## src/rtl/span_pkg.sv

```systemverilog
package span_pkg;
    parameter int CNT_W    = 13;
    parameter int ADDR_W   = 24;
    parameter int COL_I    = 8;
    parameter int COL_F    = 12;
    parameter int ZI_NAR   = 16;
    parameter int ZI_WIDE  = 24;
    parameter int Z_F      = 12;
    parameter int MASK_W   = 16;
    parameter int CMP_W    = 3;
    parameter int NCH      = 3;
    parameter int IDX_W    = 4;

    localparam int COL_W   = COL_I + COL_F;
    localparam int Z_W     = ZI_WIDE + Z_F;
    localparam int ZN_W    = ZI_NAR + Z_F;
    localparam int LD_W    = Z_W;
    localparam int MIDX_W  = $clog2(MASK_W);

    // control word bit positions
    localparam int B_ZHOLD  = MASK_W;
    localparam int B_CHOLD  = MASK_W + 1;
    localparam int B_AHOLD  = MASK_W + 2;
    localparam int B_MONO   = MASK_W + 3;
    localparam int B_WIDEZ  = MASK_W + 4;
    localparam int B_CMP    = MASK_W + 5;

    // channel order: 0 blue, 1 red, 2 green
    typedef struct packed {
        logic [MASK_W-1:0]          mask;
        logic                       zhold;
        logic                       chold;
        logic                       ahold;
        logic                       mono;
        logic                       widez;
        logic [CMP_W-1:0]           cmp;
        logic [CNT_W-1:0]           count;
        logic [ADDR_W-1:0]          addr;
        logic [Z_W-1:0]             z0;
        logic [Z_W-1:0]             zs;
        logic [NCH-1:0][COL_W-1:0]  c0;
        logic [NCH-1:0][COL_W-1:0]  cs;
    } span_cfg_t;

    typedef enum logic [1:0] {
        ST_IDLE = 2'd0,
        ST_RUN  = 2'd1,
        ST_DONE = 2'd2
    } span_state_t;
endpackage

```

## src/rtl/span_regs.sv

```systemverilog
module span_regs
    import span_pkg::*;
(
    input  logic             clk,
    input  logic             rst_n,
    input  logic             ld_en,
    input  logic [IDX_W-1:0] ld_idx,
    input  logic [LD_W-1:0]  ld_data,
    output span_cfg_t        cfg
);
    always_ff @(posedge clk) begin
        if (!rst_n) begin
            cfg      <= '0;
            cfg.mask <= '1;
        end else if (ld_en) begin
            unique case (ld_idx)
                4'd0: begin
                    cfg.mask  <= ld_data[MASK_W-1:0];
                    cfg.zhold <= ld_data[B_ZHOLD];
                    cfg.chold <= ld_data[B_CHOLD];
                    cfg.ahold <= ld_data[B_AHOLD];
                    cfg.mono  <= ld_data[B_MONO];
                    cfg.widez <= ld_data[B_WIDEZ];
                    cfg.cmp   <= ld_data[B_CMP +: CMP_W];
                end
                4'd1:  cfg.count <= ld_data[CNT_W-1:0];
                4'd2:  cfg.addr  <= ld_data[ADDR_W-1:0];
                4'd3:  cfg.z0    <= ld_data[Z_W-1:0];
                4'd4:  cfg.zs    <= ld_data[Z_W-1:0];
                4'd5:  cfg.c0[0] <= ld_data[COL_W-1:0];
                4'd6:  cfg.cs[0] <= ld_data[COL_W-1:0];
                4'd7:  cfg.c0[1] <= ld_data[COL_W-1:0];
                4'd8:  cfg.cs[1] <= ld_data[COL_W-1:0];
                4'd9:  cfg.c0[2] <= ld_data[COL_W-1:0];
                4'd10: cfg.cs[2] <= ld_data[COL_W-1:0];
                default: ;
            endcase
        end
    end
endmodule

```

## src/rtl/span_chan.sv

```systemverilog
module span_chan #(
    parameter int IW   = 8,
    parameter int FW   = 12,
    parameter int CNTW = 13
) (
    input  logic            clk,
    input  logic            rst_n,
    input  logic            load,
    input  logic            step,
    input  logic            hold,
    input  logic [IW+FW-1:0] init,
    input  logic [IW+FW-1:0] slope,
    output logic [IW-1:0]    level
);
    localparam int CW = IW + FW;
    localparam int AW = CW + CNTW + 1;

    logic [AW-1:0] acc;

    always_ff @(posedge clk) begin
        if (!rst_n)
            acc <= '0;
        else if (load)
            acc <= {{(AW-CW){1'b0}}, init};
        else if (step && !hold)
            acc <= acc + {{(AW-CW){slope[CW-1]}}, slope};
    end

    always_comb begin
        if (acc[AW-1])
            level = '0;
        else if (|acc[AW-2:FW+IW])
            level = '1;
        else
            level = acc[FW+IW-1:FW];
    end

    // a frozen channel keeps its accumulator
    p_chan_hold_r8: assert property (@(posedge clk) disable iff (!rst_n)
        (step && hold && !load) |=> $stable(acc));
endmodule

```

## src/rtl/span_zunit.sv

```systemverilog
module span_zunit
    import span_pkg::*;
(
    input  logic               clk,
    input  logic               rst_n,
    input  logic               load,
    input  logic               step,
    input  logic               hold,
    input  logic               wide_in,
    input  logic [Z_W-1:0]     init,
    input  logic [Z_W-1:0]     slope,
    input  logic [ZI_WIDE-1:0] old_z,
    input  logic [CMP_W-1:0]   cmp,
    output logic [ZI_WIDE-1:0] z_int,
    output logic               z_pass
);
    logic [Z_W-1:0]     acc;
    logic [Z_W-1:0]     sum;
    logic [Z_W-1:0]     slope_eff;
    logic [ZI_WIDE-1:0] old_eff;
    logic               wide;

    always_comb begin
        slope_eff = wide ? slope : {{(Z_W-ZN_W){slope[ZN_W-1]}}, slope[ZN_W-1:0]};
        sum       = acc + slope_eff;
        old_eff   = wide ? old_z : {{(ZI_WIDE-ZI_NAR){1'b0}}, old_z[ZI_NAR-1:0]};
        z_int     = acc[Z_W-1:Z_F];
        z_pass    = (cmp[0] && (z_int <  old_eff)) ||
                    (cmp[1] && (z_int >  old_eff)) ||
                    (cmp[2] && (z_int == old_eff));
    end

    always_ff @(posedge clk) begin
        if (!rst_n) begin
            acc  <= '0;
            wide <= 1'b0;
        end else if (load) begin
            wide <= wide_in;
            acc  <= wide_in ? init : {{(Z_W-ZN_W){1'b0}}, init[ZN_W-1:0]};
        end else if (step && !hold) begin
            acc  <= wide ? sum : {{(Z_W-ZN_W){1'b0}}, sum[ZN_W-1:0]};
        end
    end

    // frozen depth stays put
    p_z_hold_r8: assert property (@(posedge clk) disable iff (!rst_n)
        (step && hold && !load) |=> $stable(z_int));
    // narrow mode never shows integer bits above 16
    p_z_narrow_r5: assert property (@(posedge clk) disable iff (!rst_n)
        !wide |-> (z_int[ZI_WIDE-1:ZI_NAR] == '0));
endmodule

```

## src/rtl/span_interp.sv

```systemverilog
module span_interp
    import span_pkg::*;
(
    input  logic               clk,
    input  logic               rst_n,
    input  logic               ld_en,
    input  logic [3:0]         ld_idx,
    input  logic [35:0]        ld_data,
    input  logic               start,
    input  logic [23:0]        old_z,
    output logic               pix_valid,
    output logic [23:0]        pix_addr,
    output logic [7:0]         pix_r,
    output logic [7:0]         pix_g,
    output logic [7:0]         pix_b,
    output logic [23:0]        pix_z,
    output logic               pix_we,
    output logic               done
);
    span_cfg_t          cfg;
    span_state_t        state, state_nx;
    logic [CNT_W-1:0]   remain;
    logic [CNT_W-1:0]   mag;
    logic [ADDR_W-1:0]  addr;
    logic               go, step;
    logic               down, ahold, chold, zhold, mono;
    logic [MASK_W-1:0]  mask;
    logic [CMP_W-1:0]   cmp;
    logic [NCH-1:0][COL_I-1:0] lvl;
    logic               z_pass;

    span_regs u_regs (
        .clk(clk), .rst_n(rst_n), .ld_en(ld_en), .ld_idx(ld_idx),
        .ld_data(ld_data), .cfg(cfg)
    );

    assign mag  = cfg.count[CNT_W-1] ? (~cfg.count + 1'b1) : cfg.count;
    assign go   = (state == ST_IDLE) && start;
    assign step = (state == ST_RUN);

    // state register
    always_ff @(posedge clk) begin
        if (!rst_n) state <= ST_IDLE;
        else        state <= state_nx;
    end

    // transitions
    always_comb begin
        state_nx = state;
        unique case (state)
            ST_IDLE: if (start) state_nx = (mag == '0) ? ST_DONE : ST_RUN;
            ST_RUN:  if (remain == 1) state_nx = ST_DONE;
            ST_DONE: state_nx = ST_IDLE;
            default: state_nx = ST_IDLE;
        endcase
    end

    // run datapath: counter, address, latched controls
    always_ff @(posedge clk) begin
        if (!rst_n) begin
            remain <= '0;
            addr   <= '0;
            down   <= 1'b0;
            ahold  <= 1'b0;
            chold  <= 1'b0;
            zhold  <= 1'b0;
            mono   <= 1'b0;
            mask   <= '1;
            cmp    <= '0;
        end else if (go) begin
            remain <= mag;
            addr   <= cfg.addr;
            down   <= cfg.count[CNT_W-1];
            ahold  <= cfg.ahold;
            chold  <= cfg.chold;
            zhold  <= cfg.zhold;
            mono   <= cfg.mono;
            mask   <= cfg.mask;
            cmp    <= cfg.cmp;
        end else if (step) begin
            remain <= remain - 1'b1;
            if (!ahold)
                addr <= down ? addr - 1'b1 : addr + 1'b1;
        end
    end

    for (genvar c = 0; c < NCH; c++) begin : g_chan
        span_chan #(.IW(COL_I), .FW(COL_F), .CNTW(CNT_W)) u_chan (
            .clk(clk), .rst_n(rst_n), .load(go), .step(step), .hold(chold),
            .init(cfg.c0[c]), .slope(cfg.cs[c]), .level(lvl[c])
        );
    end

    span_zunit u_z (
        .clk(clk), .rst_n(rst_n), .load(go), .step(step), .hold(zhold),
        .wide_in(cfg.widez), .init(cfg.z0), .slope(cfg.zs),
        .old_z(old_z), .cmp(cmp), .z_int(pix_z), .z_pass(z_pass)
    );

    // outputs
    always_comb begin
        pix_valid = (state == ST_RUN);
        done      = (state == ST_DONE);
        pix_addr  = addr;
        pix_b     = lvl[0];
        pix_r     = mono ? '0 : lvl[1];
        pix_g     = mono ? '0 : lvl[2];
        pix_we    = pix_valid && mask[addr[MIDX_W-1:0]] && z_pass;
    end

    p_we_valid_r7: assert property (@(posedge clk) disable iff (!rst_n)
        pix_we |-> pix_valid);
    p_done_pulse_r2: assert property (@(posedge clk) disable iff (!rst_n)
        done |=> !done && !pix_valid);
    p_addr_step_r3: assert property (@(posedge clk) disable iff (!rst_n)
        (pix_valid && $past(pix_valid) && !ahold) |->
            (pix_addr == (down ? $past(pix_addr) - 1'b1 : $past(pix_addr) + 1'b1)));
    p_mono_r9: assert property (@(posedge clk) disable iff (!rst_n)
        (pix_valid && mono) |-> (pix_r == '0 && pix_g == '0));
    p_busy_r10: assert property (@(posedge clk) disable iff (!rst_n)
        (pix_valid && $past(pix_valid)) |-> (remain == $past(remain) - 1'b1));
endmodule

```

## config.mk

```make
export PLATFORM = sky130hd
export DESIGN_NAME = span_interp
export DESIGN_NICKNAME = d
export VERILOG_FILES = /design/src/rtl/span_pkg.sv /design/src/rtl/span_regs.sv /design/src/rtl/span_chan.sv /design/src/rtl/span_zunit.sv /design/src/rtl/span_interp.sv
export SDC_FILE = /design/constraint.sdc
export NUM_CORES = 1
export LEC_CHECK = 0
export BUFFER_PORTS_ARGS = -buffer_cell sky130_fd_sc_hd__buf_4
export CORE_ASPECT_RATIO = 1.25
export CORE_UTILIZATION = 40
export CTS_CLUSTER_SIZE = 24
export DETAILED_ROUTE_END_ITERATION = 8
export SYNTH_ARGS = -nofsm -noshare
export SYNTH_HDL_FRONTEND = slang
export SYNTH_SLANG_ARGS = --single-unit
```

## constraint.sdc

```tcl
create_clock -name clk -period 3.6 [get_ports clk]
set_input_delay 0.18 -clock clk [delete_from_list [all_inputs] [get_ports clk]]
set_output_delay 0.18 -clock clk [all_outputs]
set_load 0.05 [all_outputs]
```

Yosys cells after proc, flatten, opt, wreduce, memory -nomap -nowiden --
Cells that the tools add are included.
Operators by class: add/subtract/negate cells 8, order comparisons 3, equality and inequality tests 17, mux-type cells 33, bitwise logic cells 2, reductions and logical operators 35
Operators by type and width (number):
- $mux 36 | 5
- $mux 20 | 6
- $mux 24 | 5
- $add 34x34->34 | 3
- $mux 8 | 8
- $mux 13 | 3
- $reduce_or 13->1 | 3
- $add 36x36->36 | 1
- $reduce_and 2->1 | 13
- $add 24x1->24 const B | 1
- $eq 24x24->1 | 1
- $gt 24x24->1 | 1
- $lt 24x24->1 | 1
- $sub 24x1->24 const B | 1
- $eq 4x3->1 const B | 4
- $add 13x1->13 const B | 1
- $eq 13x1->1 const B | 1
- $logic_not 13->1 | 1
- $not 13->13 | 1
- $sub 13x1->13 const B | 1
- $eq 4x4->1 const B | 3
- $eq 4x2->1 const B | 2
- $logic_and 1x1->1 | 8
- $mux 2 | 3
- 16 further kinds | 21
Word-level totals: register bits 455, logic and storage cells 133

Logic depth before layout (Yosys ltp) --
word-level depth 7, depth in mapped cells 15

Hierarchy --
A second synthesis with hierarchy kept.
Second synthesis, totals: cell total of the unflattened synthesis 3391, area, all modules 27814.2 µm²
Modules (own cells, without submodules):
- span_regs | times used 1, cells each 893, area an instance 9163.8 µm²
- span_chan (g_chan[1].u_chan ...) | times used 2, cells each 441, area an instance 3249.4 µm²
- span_zunit | times used 1, cells each 605, area an instance 4515.6 µm²
- span_interp | times used 1, cells each 576, area an instance 4413.0 µm²
- span_chan (g_chan[0].u_chan) | times used 1, cells each 435, area an instance 3223.1 µm²

Least setup slack after synthesis --
No wires, ideal clock.
kind reg2out, from register u_z.wide, to output pix_we, data arrival time 3107 ps, required time 3420 ps, slack 313 ps, cell stages (with the launch flop) 15, buffers on the path 2, cell sequence dfxtp_1 clkbuf_1 clkbuf_1 nand2_1 ha_1 a21o_1 a21o_1 a21o_1 a21o_1 a21oi_1 o21ai_0 a21oi_1 o21ai_0 mux2i_1 a21oi_1
On the way: cells in the longest elaborated chain, start to end 6, elaborated cells between the ends (all ways) 10, those cells by class order compare: 2; eq/ne: 1; mux: 1; reduce/logical: 6
Ends and longest elaborated chain:
- start, declared | RTL line span_zunit.sv:21 | logic wide;
- start signal, assigned | RTL line span_zunit.sv:38 | wide <= wide_in;
- $mux 24 (*) | RTL line span_zunit.sv:26 | old_eff = wide ? old_z : {{(ZI_WIDE-ZI_NAR){1'b0}}, old_z[ZI_NAR-1:0]};
- $lt 24x24->1 / $gt 24x24->1 (equally long branches) | RTL line span_zunit.sv:28, span_zunit.sv:29
- $logic_and 1x1->1 (on tied branches) | RTL line span_zunit.sv:28, span_zunit.sv:29
- $logic_or 1x1->1 | RTL line span_zunit.sv:28 | z_pass = (cmp[0] && (z_int < old_eff)) ||
- $logic_or 1x1->1 (*) | RTL line span_zunit.sv:29 | (cmp[1] && (z_int > old_eff)) ||
- $logic_and 1x1->1 (*) | RTL line span_interp.sv:108 | pix_we = pix_valid && mask[addr[MIDX_W-1:0]] && z_pass;
- end, declared | RTL line span_interp.sv:17 | output logic pix_we,
Mark *: on every way between the ends. The rest lies on a longest branch, timed or not.

Final worst setup path --
Ends and elaborated chain as after synthesis.

==> flow_summary.yaml <==
timing:
  worst-slew-pin-transition_ns: 0.970
  period_share_pct: 95.0
  relSlewSlack_pct: 35.3
  setup_tns_ns: 0
  setup_viol: 0
  slew_violations: 0
  timing.final.ws_setup_ns: 0.181
  layout_min_cycle_time_ns: 3.42
  finalHoldWorstSlack_ns: 0.0585
  hold_viol: 0
  clock.fmax_mhz: 293
  rsz0062_at_grt: "false"
  fin_skew_ns: 0.0284
grt:
  antenna_found_initial: 2
  grt_overflow: 0
  grt_pass1_wl_um: 126000
  grt_pass1_vias: 23500
  grt_max_degree: 155
  grt.total_usage_pct: 23.5
clock_network:
  clock_sinks: 455
  cts_made_buffers: 50
  cts_max_path_buffers: 3
  cts-htree-levels: 2
  root_buffer: "clkbuf_16"
  path_clk_slew_ns: 0.06
  clock_latency_ns: 0.62
  cts_tree: "yes"
power_and_ir_drop:
  power_density_nw_per_um2: 427
  vdd_drop_max_mv: 0.329
  p_leak_nw: 12.3
critical_path:
  worstPathRequired_ns: 3.42
  cp-start-kind: "flop"
  critPathBufInv: 1
  crit_family: "compound AO/OA/AOI/OAI gates"
  critPathMaxStageDelay_ns: 0.42
  path_cells: "nand2_1 -> ha_1 -> a21o_1 -> a21o_1 -> a21o_1 -> a21o_1 -> a21oi_1 -> o21ai_0 -> a21oi_1 -> o21ai_1 -> mux2i_1 -> a21oi_1 -> buf_4"
  critPathCaptureType: "primary output"
  arrival_ns: 3.24
  critical_path_class: "reg -> out"
  cpMostUsedCell: "a21o_1"
  crit_path_top_delay_cell: "dfxtp_2"
  worst-path-max-fanout: 10
placement:
  postPlaceCellArea_um2: 27800
  finalWeightedCongestion: 0.903
  numPortBuffers: 142
  pre_cts_slack_ns: 0.330
  dp_hpwl_um: 52700
finish:
  mostFrequentLayoutCell: "nand2_1"
  fin_nets: 3752
  layout_common_cells: "819 x nand2_1, 484 x a21oi_1, 454 x dfxtp_1"
  antennaDiodeCount: 0
  synthToLayoutAreaGrowth_pct: 14.1
  num-fill-cells: 6638
  layout-drive-gt1-share_pct: 9.25
  stdcell_area_um2: 29900
die:
  io_pins: 143
  num_rows: 104
  die-area_um2: 66400
  start_util_pct: 40.5
  die_y_um: 288
  core_um2: 64500
  die_x_um: 231
drt:
  num_vias: 24200
  avgViaCountPerCell: 5.53
  drt_first_pass_iters: 5
  drc: 0
  routed_wl_um: 79000
  wl_per_cell_um: 18.0
  drtIter0Drc: 1371
  ant_nets: 0
logic_synthesis:
  yosys.area.top_type: "dfxtp_1"
  synth_fp_nets: 3705
  netlist.area_leader.share_pct: 34.8
  syn_area_um2: 26200
  yosysUniqueCellTypes: 90
  synth_area_per_cell_um2: 7.59
  synth_area_leaders: "dfxtp_1 35%, nand2_1 12%, a21oi_1 9.3%"
  ys_seq_area_share_pct: 34.8
  async_flop_share_pct: 0
  synth_edf_count: 0
  syn_inst: 3449
  yosys_warnings: 0
  ys_ff_latch: 455
  synthFlopType: "dfxtp_1"
outcome:
  status: "completed"
run:
  cap_violations: 0
worst_hold_path:
  holdCritPathClass: "in -> reg"
[sequential cells by signal (all words and copies together) (netlist names), 2 cells and up]
register	count
cmp	3
g_chan.u_chan.acc	102
mask	16
pix_addr	24
remain	13
state	2
u_regs.cfg	253
u_z.acc	36
[cells by family (layout without fill, tap and decap cells)]
| family | count (synthesis) | in the layout | synth area share (%) |
|---|---|---|---|
| compound gates | 1038 | 1038 | 24.2 |
| xor+xnor | 134 | 134 | 4.49 |
| fa+ha+maj | 188 | 188 | 9.13 |
| buf+inv | 294 | 381 | 4.60 |
| flops | 455 | 455 | 34.8 |
| mux | 31 | 31 | 1.43 |
| simple gates | 1309 | 1309 | 21.3 |
[worst paths after layout]
path	startpoint	to	slack, ns	depth (start not counted)
hold / removal	start	remain[0]	0.06	7
hold reg to reg	u_regs.cfg[91]	u_regs.cfg[91]	0.45	2
setup reg to reg	u_regs.cfg[40]	g_chan[2].u_chan.acc[32]	0.27	12
setup / recovery	u_z.wide	pix_we	0.18	13
[through the flow]
step,utilization (%),instances,power (mW)
after floorplan,-,3449,6.85
after global placement,43.1,4256,7.51
after detailed placement,43.1,4256,7.52
after CTS,46.3,4384,12.9
after global routing,46.3,4384,13.3
final,46.3,4384,12.8
[cell usage after synthesis (29+ instances only)]
| master | n |
|---|---|
| o21ai_0 | 146 |
| a211oi_1 | 35 |
| ha_1 | 183 |
| a21o_1 | 81 |
| nand2_1 | 820 |
| a22oi_1 | 36 |
| nor2_1 | 194 |
| a21oi_1 | 487 |
| inv_1 | 57 |
| o21a_1 | 47 |
| nand3_1 | 67 |
| xor2_1 | 56 |
| clkbuf_1 | 195 |
| dfxtp_1 | 455 |
| nor2b_1 | 31 |
| nor3_1 | 40 |
| xnor2_1 | 78 |
| a311oi_1 | 29 |
| nand4_1 | 30 |
[timing repair]
action / in CTS / in global routing
pin swaps: 0 / 0
setup buffers: 0 / 0
gates resized for setup: 1 / 1
endpoints found under the hold margin: 248 / 0
setup endpoints to repair: 1 / 1
cloned: 0 / 0
hold buffers: 36 / 0
[tightest hold or removal path: cells and delay by family]
| kind | cells | cell delay [ns] |
|---|---|---|
| simple gates | 4 | 0.28 |
| buf+inv | 1 | 0.09 |
| compound gates | 2 | 0.09 |
[area by class of cell]
class	instances	area, µm²	area share, %
inverter	57	221	0.742
clock inverter	19	201	0.675
timing repair buffer	232	1860	6.22
tap	848	1060	3.55
clock buffer	73	1480	4.95
sequential	455	9110	30.5
multi-input combinational	2700	15900	53.3
[power breakdown]
| part | switching, mW | internal, mW | leakage (nW) |
|---|---|---|---|
| logic | 1.38 | 0.687 | 7.82 |
| clock network | 2.24 | 3.07 | 0.837 |
| registers | 0.157 | 5.22 | 3.69 |
[layer usage]
layer,GRT usage (%),wire [µm],vias to the layer above
met1,28.8,34500,11400
met4,8.15,2530,2
met5,0,13,-
met2,41.7,38300,528
met3,3.12,3580,129
li1,-,-,12200
No activity file was read; power rests on OpenSTA's default activity.
